==> config.mk <==
export PLATFORM = sky130hd
export DESIGN_NAME = deser_align
export DESIGN_NICKNAME = d
export VERILOG_FILES = /design/src/rtl/deser_pkg.sv /design/src/rtl/deser_core.sv /design/src/rtl/align_ctrl.sv /design/src/rtl/deser_align.sv
export SDC_FILE = /design/constraint.sdc
export NUM_CORES = 1
export LEC_CHECK = 0
export BUFFER_PORTS_ARGS = -buffer_cell sky130_fd_sc_hd__clkbuf_2
export CAP_MARGIN = 20
export CORE_MARGIN = 4
export CORE_UTILIZATION = 33
export CTS_BUF_LIST = sky130_fd_sc_hd__clkbuf_8
export CTS_CLUSTER_DIAMETER = 200
export CTS_CLUSTER_SIZE = 16
export DETAILED_ROUTE_END_ITERATION = 10
export GPL_TIMING_DRIVEN = 0
export SLEW_MARGIN = 0
export SYNTH_ARGS = -nofsm -noshare
export SYNTH_HDL_FRONTEND = slang
export SYNTH_SLANG_ARGS = --single-unit
==> constraint.sdc <==
create_clock -name clk -period 5.3 [get_ports clk]
set_input_delay 1.06 -clock clk [delete_from_list [all_inputs] [get_ports clk]]
set_output_delay 1.06 -clock clk [all_outputs]
set_load 0.02 [all_outputs]
==> src/rtl/deser_pkg.sv <==
package deser_pkg;

    localparam int unsigned LANE_W0  = 8;
    localparam int unsigned LANE_W1  = 10;
    localparam int unsigned LANE_W2  = 16;
    localparam int unsigned LANE_W3  = 20;
    localparam int unsigned COMMA_W  = 10;
    localparam logic [COMMA_W-1:0] COMMA_POS = 10'h17C;
    localparam logic [COMMA_W-1:0] COMMA_NEG = 10'h283;

    typedef enum logic [1:0] {
        ST_HUNT   = 2'd0,
        ST_SETTLE = 2'd1,
        ST_LOCK   = 2'd2
    } align_st_e;

    function automatic int unsigned lane_width(input logic [1:0] code);
        case (code)
            2'd0:    return LANE_W0;
            2'd1:    return LANE_W1;
            2'd2:    return LANE_W2;
            default: return LANE_W3;
        endcase
    endfunction

    function automatic logic is_symbol_mode(input logic [1:0] code);
        return (lane_width(code) % COMMA_W) == 0;
    endfunction

endpackage

==> src/rtl/deser_core.sv <==
module deser_core
    import deser_pkg::*;
#(
    parameter int unsigned MAX_W = 20,
    localparam int unsigned CNT_W = $clog2(MAX_W)
) (
    input  logic             clk,
    input  logic             rst_n,
    input  logic [1:0]       width_sel,
    input  logic             ser_in,
    input  logic             slip,
    output logic [MAX_W-1:0] par_out,
    output logic             word_stb,
    output logic             symbol_mode
);

    typedef struct packed {
        logic [MAX_W-1:0] shreg;
        logic [CNT_W-1:0] cnt;
        logic             pend;
        logic [1:0]       code;
        logic [MAX_W-1:0] par;
        logic             stb;
    } core_t;

    core_t q, d;
    logic [CNT_W:0]   wlen;
    logic [CNT_W-1:0] last_idx;

    always_comb begin
        wlen     = (CNT_W+1)'(lane_width(q.code));
        last_idx = CNT_W'(wlen - 1'b1);
        d        = q;
        d.shreg  = {ser_in, q.shreg[MAX_W-1:1]};
        d.pend   = slip;
        d.stb    = 1'b0;
        if (!q.pend) begin
            if (q.cnt == last_idx) begin
                d.cnt = '0;
                d.stb = 1'b1;
                d.par = d.shreg >> (MAX_W - wlen);
            end else begin
                d.cnt = q.cnt + 1'b1;
            end
        end
        if (!rst_n) begin
            d      = '0;
            d.code = width_sel;
        end
    end

    always_ff @(posedge clk) begin
        q <= d;
    end

    assign par_out     = q.par;
    assign word_stb    = q.stb;
    assign symbol_mode = is_symbol_mode(q.code);

    // counter never passes the last index of the captured width
    p_cnt_range_r1: assert property (@(posedge clk) disable iff (!rst_n)
        q.cnt <= last_idx);
    // strobes are single-cycle
    p_stb_gap_r1: assert property (@(posedge clk) disable iff (!rst_n)
        q.stb |=> !q.stb);
    // a held cycle produces no word and leaves the counter alone
    p_hold_nostb_r3: assert property (@(posedge clk) disable iff (!rst_n)
        q.pend |=> !q.stb);
    p_hold_cnt_r3: assert property (@(posedge clk) disable iff (!rst_n)
        q.pend |=> (q.cnt == $past(q.cnt)));
    // width code stays fixed outside reset
    p_code_stable_r10: assert property (@(posedge clk) disable iff (!rst_n)
        $past(rst_n) |-> $stable(q.code));

endmodule

==> src/rtl/align_ctrl.sv <==
module align_ctrl
    import deser_pkg::*;
#(
    parameter int unsigned HITS   = 3,
    parameter int unsigned SETTLE = 2,
    localparam int unsigned HW = $clog2(HITS + 1),
    localparam int unsigned SW = $clog2(SETTLE + 1)
) (
    input  logic               clk,
    input  logic               rst_n,
    input  logic               enable,
    input  logic               word_stb,
    input  logic [COMMA_W-1:0] boundary,
    input  logic               ext_slip,
    output logic               slip_req,
    output logic               locked
);

    typedef struct packed {
        align_st_e     st;
        logic [HW-1:0] hits;
        logic [SW-1:0] settle;
        logic          slip;
        logic          lock;
    } ctl_t;

    ctl_t q, d;
    logic hit;

    always_comb begin
        hit    = (boundary == COMMA_POS) || (boundary == COMMA_NEG);
        d      = q;
        d.slip = 1'b0;
        if (!enable) begin
            d = '0;
        end else if (ext_slip) begin
            d.st     = ST_SETTLE;
            d.settle = '0;
            d.hits   = '0;
            d.lock   = 1'b0;
        end else begin
            case (q.st)
                ST_HUNT: if (word_stb) begin
                    if (hit) begin
                        if (q.hits == HW'(HITS - 1)) begin
                            d.st   = ST_LOCK;
                            d.lock = 1'b1;
                            d.hits = '0;
                        end else begin
                            d.hits = q.hits + 1'b1;
                        end
                    end else begin
                        d.slip   = 1'b1;
                        d.st     = ST_SETTLE;
                        d.settle = '0;
                        d.hits   = '0;
                    end
                end
                ST_SETTLE: if (word_stb) begin
                    if (q.settle == SW'(SETTLE - 1)) begin
                        d.st     = ST_HUNT;
                        d.settle = '0;
                    end else begin
                        d.settle = q.settle + 1'b1;
                    end
                end
                default: ;
            endcase
        end
        if (!rst_n) d = '0;
    end

    always_ff @(posedge clk) begin
        q <= d;
    end

    assign slip_req = q.slip;
    assign locked   = q.lock;

    // controller slips are single-cycle pulses
    p_slip_single_r6: assert property (@(posedge clk) disable iff (!rst_n)
        q.slip |=> !q.slip);
    // lock rises only right after a judged word
    p_lock_on_word_r7: assert property (@(posedge clk) disable iff (!rst_n)
        $rose(q.lock) |-> $past(word_stb));
    // no slip while locked
    p_no_slip_locked_r7: assert property (@(posedge clk) disable iff (!rst_n)
        q.lock |-> !q.slip);
    // external slip drops lock
    p_ext_clears_r8: assert property (@(posedge clk) disable iff (!rst_n)
        ext_slip |=> !q.lock);
    // idle in non-symbol widths
    p_idle_r9: assert property (@(posedge clk) disable iff (!rst_n)
        !enable |=> (!q.slip && !q.lock));

endmodule

==> src/rtl/deser_align.sv <==
module deser_align
    import deser_pkg::*;
#(
    parameter int unsigned MAX_W  = 20,
    parameter int unsigned HITS   = 3,
    parameter int unsigned SETTLE = 2
) (
    input  logic             clk,
    input  logic             rst_n,
    input  logic [1:0]       width_sel,
    input  logic             ser_in,
    input  logic             slip_in,
    output logic [MAX_W-1:0] par_out,
    output logic             word_stb,
    output logic             slip_pulse,
    output logic             aligned
);

    logic slip_any;
    logic symbol_mode;

    assign slip_any = slip_in | slip_pulse;

    deser_core #(.MAX_W(MAX_W)) u_core (
        .clk         (clk),
        .rst_n       (rst_n),
        .width_sel   (width_sel),
        .ser_in      (ser_in),
        .slip        (slip_any),
        .par_out     (par_out),
        .word_stb    (word_stb),
        .symbol_mode (symbol_mode)
    );

    align_ctrl #(.HITS(HITS), .SETTLE(SETTLE)) u_ctrl (
        .clk      (clk),
        .rst_n    (rst_n),
        .enable   (symbol_mode),
        .word_stb (word_stb),
        .boundary (par_out[COMMA_W-1:0]),
        .ext_slip (slip_in),
        .slip_req (slip_pulse),
        .locked   (aligned)
    );

    // outputs quiet in the cycle after a reset edge
    p_reset_quiet_r4: assert property (@(posedge clk)
        !rst_n |=> (!word_stb && !slip_pulse && !aligned && par_out == '0));

endmodule

# After elaboration in Yosys (flattened, before gate mapping)
# Cells that the tools add are included.
# classes
addsub	5
div_mod_pow	1
eq_ne	17
shift	1
n_mux	18
bitwise	6
n_reduce_logical	16
# op_table
op	count
$logic_not A32 Y1	1
$mod A32 B4 Y32 const B	1
$shr A20 B32 Y20	1
$pmux W5 S3	1
$mux W2	7
$eq A10 B10 Y1 const B	1
$eq A10 B9 Y1 const B	1
$mux W5	2
$reduce_and A5 Y1	2
$ne A3 B3 Y1 const B	3
$mux W8	1
$pmux W2 S2	2
$reduce_and A4 Y1	2
$eq A2 B1 Y1 const B	3
$ne A2 B2 Y1 const B	3
$reduce_and A2 Y1	3
$sub A5 B5 Y6 const A	1
$add A5 B1 Y5 const B	1
$eq A5 B5 Y1	1
$not A1 Y1	5
$reduce_or A5 Y1	1
$sub A5 B1 Y5 const B	1
$add A2 B1 Y2 const B	2
$eq A2 B2 Y1 const B	2
other kinds (13)	16
# totals
register_bits	57
out_inout_bits	23

# Depth between registers and ports, before layout
# Gate-level depths: netlist of run 1.
# depth
word_depth	6
depth_mapped	8

# Modules after synthesis
# A second synthesis of run 1 with hierarchy kept.
# hier_totals
cells_unflattened	286
area_unflattened_um2	2861.5
# by_module_without_submodules
module	n_inst	cells_each	area_per_inst_um2	seq_area_each_um2
deser_core	1	239	2458.6	980.9
align_ctrl	1	46	396.6	160.2
deser_align	1	1	6.3	0.0

# Least setup slack after synthesis of run 1
# OpenSTA, ideal clock, no wires.
# synth_timing
path_kind	in2reg
start	in slip_in
end	reg u_ctrl.q, in the netlist u_ctrl.slip_req
setup_time_ps	92
arrival_time_ps	1958
required_time_ps	5208
path_slack_ps	3250
cell_stages	3
path_buffers	1
path_cell_list	or4_1 > clkbuf_1 > nor4_1
# synth_between
elab_chain_cells	1
# synth_lines
element	line	source
start: declaration	deser_align.sv:12	input logic slip_in,
$reduce_or A5 Y1 (no line)	-	
end signal: assignment	align_ctrl.sv:74	q <= d;
end: declaration	align_ctrl.sv:27	ctl_t q, d;
# No other way between the ends.
# A chain may end at the register's enable or synchronous reset.

# Final worst setup path of run 1
# layout_timing
start	reg u_core.q[21] (netlist bit)
end	reg u_core.q, in the netlist u_core.par_out[3]
# layout_between
elab_chain_cells	5
elab_cells_between_ends	9
classes_between	2 x add/sub; 3 x eq/ne; 1 x shift; 1 x mux; 2 x reduce/logical
# layout_lines
element	line	source
start: declaration	deser_core.sv:26	core_t q, d;
start signal: assignment	deser_core.sv:53	q <= d;
$eq A2 B2 Y1 (tied with other cells)	deser_pkg.sv:18	case (code)
$pmux W5 S3 *	deser_pkg.sv:18	
parallel branches: the longest is 3 deep, another holds $sub A5 B5 Y6	-	
# Every way passes the cells marked *.

==> impl_metrics.yaml, run 1 <==
sta:
  hold_violations: 0
  worst_pin_slew_ns: 0.6557
  finalSetupTns_ns: 0
  fin_crit_sh_pct: 47.89
  finalSetupViolations: 0
  finClkSkew_ns: 0.007698
  slew_viol_final: 0
  maxSlewHeadroom_pct: 55.16
  rsz0062_at_grt: "no"
  setup_ws_ns: 2.762
  timing.fmax_mhz: 394.0
  whs_ns: 0.4399
  post-route-min-period_ns: 2.538
floorplan:
  start_util_pct: 34.02
  die_w_um: 100.3
  rows: 33
  die_area_um2: 10050
  dieHeight_um: 100.3
  pin_count: 29
  coreArea_um2: 8258
synthesis:
  synth_top_area_cell: "dfxtp_1"
  synthArstFlopShare_pct: 0
  synth_top_area_share_pct: 38.49
  syn_avg_cell_area_um2: 8.861
  netlist_top_cells_area: "dfxtp_1 38%, buf_4 5.3%, and2_1 4.7%, o21ai_0 3.4%, a21oi_1 3.2%"
  synth_ff_type: "dfxtp_1"
  postSynthCellCount: 317
  mappedNetlistArea_um2: 2809
  synth_edf_count: 2
  synth_fp_nets: 329
  ys_seq_elements: 56
  ys_seq_area_share_pct: 40.62
  ys_warn_count: 0
  ys_types: 60
global_routing:
  track_usage_pct: 15.17
  antenna_found_initial: 0
  grt_overflow: 0
  grt_max_degree: 16
  grt_pass1_vias: 2285
  grt_first_pass_wirelength_mm: 12.03
detailed_routing:
  ant_nets: 0
  drtPass1Iterations: 5
  drc_errors: 0
  post_drt_wl_per_cell_um: 16.02
  drt_first_iter_violations: 152
  drt-total-wl_mm: 7.323
  drt-vias-per-instance: 5.291
  vias: 2418
power:
  vdd_ir_drop_max_v: 0.0001004
  p_leak_nw: 1.216
  power_density_nw_per_um2: 243.5
setup_path:
  end_kind: "register"
  endpoint: "u_core.par_out[3]"
  critPathLaunch: "u_core.q[21]"
  r2r_end: "u_core.par_out[3]"
  startpoint_type: "register"
  cp.arrival_ns: 2.71
  worstPathRequired_ns: 5.47
  path_max_fanout: 10
  ff2ff_path_depth: 7
  r2r-start: "u_core.q[21]"
  critical_path_class: "register to register"
  r2r_slack_ns: 2.76
finish:
  final_nets: 364
  antennaDiodeCount: 0
  drive_gt1_share_pct: 18.47
  final_util_pct: 38.24
  design_area_um2: 3158
  syn2layout_area_growth_pct: 12.43
placed_design:
  hpwlAfterDp_mm: 5.503
  numPortBuffers: 28
  postPlaceCellArea_um2: 3080
  dp_slack_ns: 2.771
  place_congestion: 0.9485
job:
  maxCapViolations: 0
min_path:
  worstHoldPathType: "register to register"
cts:
  ctsResizeCount: 0
  clk_pin_slew_ns: 0.10
  cts_hold_buf: 0
  worstSkewPairLatency_ns: 0.31
  postCtsSetupBuffers: 0
  cts_tree: "yes"
  h-tree-depth: 2
  cts_buffer_depth: 2
  cts_buffers: 5
  cts_root_buf: "clkbuf_8"
  cts_sinks: 56
run_status:
  outcome: "complete, no violations"
## critical path: stages (launching register included)
cell and delay (ns):
edfxtp_1 0.46, inv_1 0.09, ha_1 0.31, nor2_1 0.36
clkbuf_1 0.43, o21ai_0 0.19, a2111oi_0 0.40, o32ai_1 0.15
## stage by stage
step | instances | power, mW
2_1_floorplan | 317 | 0.5225
3_3_place_gp | 450 | 0.5581
3_5_place_dp | 450 | 0.5577
4_1_cts | 457 | 0.7757
5_1_grt | 457 | 0.8088
6_report | 457 | 0.7691
## cell usage after synthesis, types with 3 or more instances
| cell | instances |
|---|---|
| ha_1 | 6 |
| nand2_1 | 12 |
| clkbuf_1 | 14 |
| nand2b_1 | 7 |
| nor2_1 | 21 |
| buf_2 | 3 |
| nor2b_1 | 9 |
| xnor2_1 | 3 |
| buf_4 | 20 |
| o32ai_1 | 3 |
| dfxtp_1 | 54 |
| inv_1 | 13 |
| a21oi_1 | 18 |
| xor2_1 | 4 |
| nor3b_1 | 3 |
| o211ai_1 | 6 |
| o31ai_1 | 4 |
| a311o_1 | 3 |
| and2_1 | 21 |
| a32o_1 | 3 |
| nor3_1 | 6 |
| o21ai_0 | 19 |
| o2bb2ai_1 | 3 |
| and3_1 | 3 |
| a32oi_1 | 3 |
| nand4_1 | 9 |
| nand3_1 | 5 |
## registers in the layout, indices dropped and copies added, names as in the netlist
register,flops
u_ctrl.q,6
u_core.word_stb,1
u_ctrl.locked,1
u_ctrl.slip_req,1
u_core.par_out,20
u_core.q,27
## logic make-up after synthesis
kind of cell | count (synthesis) | synth area share, %
buf+inv | 51 | 9.621
xor+xnor | 7 | 2.183
compound gates | 84 | 20.85
fa+ha+maj | 6 | 2.673
mux | 4 | 1.514
flops | 56 | 40.62
simple gates | 109 | 22.54
## worst min path at each step
| stage | startpoint | endpoint | cells after the start |
|---|---|---|---|
| 4_1_cts | u_ctrl.q[3] | u_ctrl.q[3] | 2 |
| 3_3_place_gp | u_ctrl.q[3] | u_ctrl.q[3] | 2 |
| 6_report | u_ctrl.q[3] | u_ctrl.q[3] | 2 |
| 2_1_floorplan | u_ctrl.q[3] | u_ctrl.q[3] | 2 |
| 3_5_place_dp | u_ctrl.q[3] | u_ctrl.q[3] | 2 |
| 5_1_grt | u_ctrl.q[3] | u_ctrl.q[3] | 2 |
## placed cells by master (no fill, tap or decap), types with 4 or more instances in the layout
cell       n
nor2_1    21
nand2_1   12
ha_1       6
clkbuf_2  28
inv_1     14
xor2_1     4
dfxtp_1   54
clkbuf_8   5
o211ai_1   6
nand2b_1   7
a21oi_1   18
nor3_1     6
o21ai_0   19
nand3_1    5
nand4_1    9
nor2b_1    9
clkbuf_1  14
and2_1    21
buf_4     20
o31ai_1    4
## layout make-up
type                    instances  area, µm²
well taps                     105      131.4
fillers                       879       5100
multi-input cells             210       1398
plain buffers                  38      221.5
clock buffers                   5      68.82
inverters                      13      48.80
flip-flops and latches         56       1141
clock inverters                 2      8.758
repair buffers                 28      140.1
## power by group
| group | switching (mW) | internal (mW) |
|---|---|---|
| Combinational | 0.0765 | 0.0354 |
| Clock | 0.131 | 0.0884 |
| Sequential | 0.00808 | 0.429 |
| Total | 0.216 | 0.553 |
## routing by layer
metal	vias up	global-route usage (%)	share of wire, %
met1	1126	21.27	48
met2	90	23.45	43
met4	0	5.285	2.3
met5	-	0	0
met3	12	2.641	6.0
li1	1190	-	-
No activity file was read; power rests on OpenSTA's default activity.
==> inputs of run 2 (changes only) <==
- clock period: 5.3 -> 2.62 ns (I/O delays scaled with it)
==> run 2 against run 1 <==
Effect of this change: via count shrank 0.70%; count of clock-buffer cells in the layout stayed put; global-route usage did not move; sequential cell count stayed put; largest cell class unchanged; largest power group unchanged; highest routed layer unchanged.
==> impl_metrics.yaml, run 2 (same netlist as run 1, synthesis figures left out) <==
setup_path:
  slowest_delay_ns: 0.46
  critPathLaunch: "u_core.q[21]"
  worstPathRequired_ns: 2.79
  cp.arrival_ns: 2.53
  startpoint_type: "register"
  crit_chain: "inv_1 > ha_1 > nor2_1 > clkbuf_2 > o21ai_0 > a2111oi_0 > o32ai_1"
  r2r_slack_ns: 0.26
  r2r-start: "u_core.q[21]"
  critical_path_class: "register to register"
  end_kind: "register"
  crit_family: "compound AO/OA/AOI/OAI gates"
  path_max_fanout: 10
  crit_slowest_cell: "edfxtp_1"
  worst-path-buf-inv: 2
cts:
  cts_buffers: 5
  h-tree-depth: 2
  cts_buffer_depth: 2
  clk_pin_slew_ns: 0.10
  cts_tree: "yes"
  cts_root_buf: "clkbuf_8"
  worstSkewPairLatency_ns: 0.31
  postCtsSetupBuffers: 0
  cts_sinks: 56
power:
  p_sw_share_pct: 28.09
  internal-power_mw: 1.119
  power_density_nw_per_um2: 492.8
  p_leak_nw: 1.219
  comb_power_share_pct: 14.6
  p_switching_uw: 437.4
  vdd_ir_drop_max_v: 0.0002033
  pwr-share-clk_pct: 28.6
  seq_power_share_pct: 56.8
detailed_routing:
  drt-total-wl_mm: 7.342
  ant_nets: 0
  drt-vias-per-instance: 5.254
  drc_errors: 0
  drtPass1Iterations: 4
  post_drt_wl_per_cell_um: 16.07
  vias: 2401
  drt_first_iter_violations: 171
sta:
  maxSlewHeadroom_pct: 52.79
  rsz0062_at_grt: "no"
  finalSetupViolations: 0
  worst_pin_slew_ns: 0.6903
  slew_viol_final: 0
  fin_crit_sh_pct: 90.04
  finalSetupTns_ns: 0
  post-route-min-period_ns: 2.359
  finClkSkew_ns: 0.007175
  hold_violations: 0
  timing.fmax_mhz: 423.9
floorplan:
  rows: 33
  die_area_um2: 10050
  start_util_pct: 34.02
  pin_count: 29
  coreArea_um2: 8258
  dieHeight_um: 100.3
  die_w_um: 100.3
placed_design:
  numPortBuffers: 28
  place_congestion: 0.9485
  hpwlAfterDp_mm: 5.503
  place_inst: 450
  postPlaceCellArea_um2: 3080
finish:
  antennaDiodeCount: 0
  largest_reg_flops: 27
  drive_gt1_share_pct: 18.75
  mostFrequentLayoutCells: "54 x dfxtp_1, 29 x clkbuf_2, 21 x nor2_1, 21 x and2_1, 20 x buf_4"
  final_common_cell: "dfxtp_1"
  max_flop_register: "u_core.q"
  syn2layout_area_growth_pct: 12.47
  design_area_um2: 3159
  final_cell_count_no_fill: 457
  final_nets: 364
job:
  maxCapViolations: 0
global_routing:
  grt_overflow: 0
  antenna_found_initial: 0
  grt_pass1_vias: 2285
  track_usage_pct: 15.17
  grt_first_pass_wirelength_mm: 12.03
  grt_max_degree: 16
run_status:
  outcome: "complete, no violations"
min_path:
  hp-start: "width_sel[1]"
  worstHoldPathType: "input pin to register"
## run 2: cell counts in the layout (fill, tap and decap cells not counted)
Identical to the previous run, type by type.
## run 2: final timing paths
check / endpoint / cells past startpoint
worst min register to register: u_ctrl.q[3] / 2
worst min-delay path: u_core.q[22] / 1
worst max register to register: u_core.par_out[3] / 7
worst max-delay path: u_core.par_out[3] / 7
## run 2: what timing repair did
action	CTS	global route
setup endpoints to repair	0	2
gates resized for setup	0	2
hold buffers	0	0
## run 2: final cells by class
| type | count | area (µm²) |
|---|---|---|
| Fill cell | 878 | 5099 |
| Sequential cell | 56 | 1141 |
| Tap cell | 105 | 131.4 |
| Buffer | 38 | 222.7 |
| Inverter | 13 | 48.80 |
| Timing Repair Buffer | 28 | 140.1 |
| Multi-Input combinational cell | 210 | 1398 |
| Clock inverter | 2 | 8.758 |
| Clock buffer | 5 | 68.82 |
## run 2: metrics by stage
stage,total power [mW],setup WS [ns],utilization (%),hold WS (ns)
after floorplan,1.057,0.6532,-,0.4150
after detailed placement,1.128,0.09069,37.30,0.4290
final,1.557,0.2610,38.26,0.3921
after global placement,1.129,0.1083,37.30,0.4242
after CTS,1.569,0.09900,38.24,0.3910
after global routing,1.637,0.07043,38.26,0.3825
## run 2: per-layer routing
metal	vias up	global-route usage, %	part of all wire, %
li1	1190	-	-
met1	1121	21.27	48
met2	75	23.45	43
met3	15	2.641	6.4
met4	0	5.285	2.6
met5	-	0	0
## run 2: power by group through the flow
| stage | Clock [mW] | Combinational (mW) | Sequential (mW) |
|---|---|---|---|
| finish | 0.445 | 0.227 | 0.885 |
| global route | 0.497 | 0.252 | 0.888 |
| CTS | 0.460 | 0.225 | 0.885 |
| detailed placement | 0 | 0.224 | 0.905 |
| global placement | 0 | 0.225 | 0.904 |
| floorplan | 0 | 0.157 | 0.900 |
==> inputs of run 3 (changes only) <==
- BUFFER_PORTS_ARGS: -buffer_cell sky130_fd_sc_hd__clkbuf_2 -> -buffer_cell sky130_fd_sc_hd__buf_2
- clock period: 2.62 -> 2.22 ns (I/O delays scaled with it)
==> run 3 against run 2 <==
Effect of this change: critical path type unchanged; highest routed layer unchanged; sequential cell count unchanged; routed wire length about the same; non-clock buffer count unchanged; count of clock-buffer cells in the layout up 1; setup slack worse by 0.21 ns.
==> impl_metrics.yaml, run 3 (same netlist as run 1, synthesis figures left out) <==
run_status:
  outcome: "complete, no violations"
sta:
  rsz0062_at_grt: "yes"
  maxSlewHeadroom_pct: 56.94
  timing.fmax_mhz: 460.4
  setup_ws_ns: 0.04784
  worst_pin_slew_ns: 0.6406
  finalSetupViolations: 0
  finalSetupTns_ns: 0
  hold_violations: 0
  post-route-min-period_ns: 2.172
  fin_crit_sh_pct: 97.85
  finClkSkew_ns: 0.005442
  slew_viol_final: 0
  whs_ns: 0.3040
power:
  vdd_ir_drop_max_v: 0.0002386
  power_density_nw_per_um2: 595.8
  p_total_mw: 1.919
  p_leak_nw: 1.259
finish:
  nFillCells: 850
  largest_reg_flops: 27
  drive_gt1_share_pct: 22.10
  final_util_pct: 39.00
  final_common_cell: "dfxtp_1"
  design_area_um2: 3221
  max_flop_register: "u_core.q"
  mostFrequentLayoutCells: "54 x dfxtp_1, 29 x buf_2, 22 x and2_1"
  syn2layout_area_growth_pct: 14.65
  antennaDiodeCount: 0
  final_cell_count_no_fill: 458
  final_nets: 364
detailed_routing:
  ant_nets: 0
  post_drt_wl_per_cell_um: 16.03
  drtPass1Iterations: 4
  vias: 2474
  drt-vias-per-instance: 5.402
  drt_first_iter_violations: 218
  drt-total-wl_mm: 7.344
  drc_errors: 0
setup_path:
  worstPathRequired_ns: 2.43
  path_max_fanout: 8
  critical_path_class: "register to register"
  startpoint_type: "register"
  end_kind: "register"
  cp.arrival_ns: 2.39
cts:
  cts_sinks: 56
  postCtsSetupBuffers: 0
  worstSkewPairLatency_ns: 0.31
  cts_buffers: 5
  clk_pin_slew_ns: 0.10
  h-tree-depth: 2
  cts_tree: "yes"
  cts_buffer_depth: 2
  cts_root_buf: "clkbuf_8"
placed_design:
  numPortBuffers: 28
  place_congestion: 0.9340
  postPlaceCellArea_um2: 3080
  place_inst: 450
  dp_slack_ns: -0.1779
  hpwlAfterDp_mm: 5.507
floorplan:
  pin_count: 29
  coreArea_um2: 8258
  start_util_pct: 34.02
  die_area_um2: 10050
  rows: 33
  dieHeight_um: 100.3
  die_w_um: 100.3
global_routing:
  grt_max_degree: 18
  track_usage_pct: 14.75
  grt_first_pass_wirelength_mm: 11.71
  antenna_found_initial: 0
  grt_overflow: 0
  grt_pass1_vias: 2261
job:
  maxCapViolations: 0
min_path:
  worstHoldPathType: "input pin to register"
==> run 3: path summary, 6_finish.rpt <==
path / endpoint / startpoint / depth (start not counted) / slack [ns]
worst min register to register: u_ctrl.q[3] / u_ctrl.q[3] / 2 / 0.44
worst max register to register: u_core.par_out[1] / u_core.q[21] / 6 / 0.05
worst min-delay path: u_core.q[22] / width_sel[1] / 1 / 0.30
worst max-delay path: u_core.par_out[1] / u_core.q[21] / 6 / 0.05
==> run 3: timing repair <==
action	4_1_cts	5_1_grt
gates resized for setup	5	15
hold buffers	0	0
endpoints found under the setup margin	11	12
hold endpoints to repair	0	0
==> run 3: worst max-delay path, cell delays in order (launching register included) <==
cell and delay (ns):
edfxtp_1 0.49, inv_1 0.12, ha_2 0.29, or2_2 0.23, mux2_2 0.35, a211o_1 0.33
a32o_1 0.27
==> run 3: final cells by class <==
cell class              instances  area, µm²  area share (%)
inverters                      13      48.80           1.515
clock inverters                 2      13.76          0.4274
multi-input cells             210       1429           44.37
plain buffers                  38      234.0           7.265
well taps                     105      131.4           4.079
clock buffers                   6      82.58           2.564
flip-flops and latches         56       1141           35.43
repair buffers                 28      140.1           4.351
==> run 3: layer usage <==
layer,GRT usage (%),up-vias,wire length (µm)
li1,-,1198,-
met2,22.83,77,3318
met1,20.44,1187,3453
met4,4.767,0,136
met5,0,-,0
met3,3.127,12,436
==> run 3: where the power goes <==
group / internal (mW) / switching, mW
Clock: 0.256 / 0.333
Combinational: 0.0935 / 0.192
Sequential: 1.02 / 0.0195
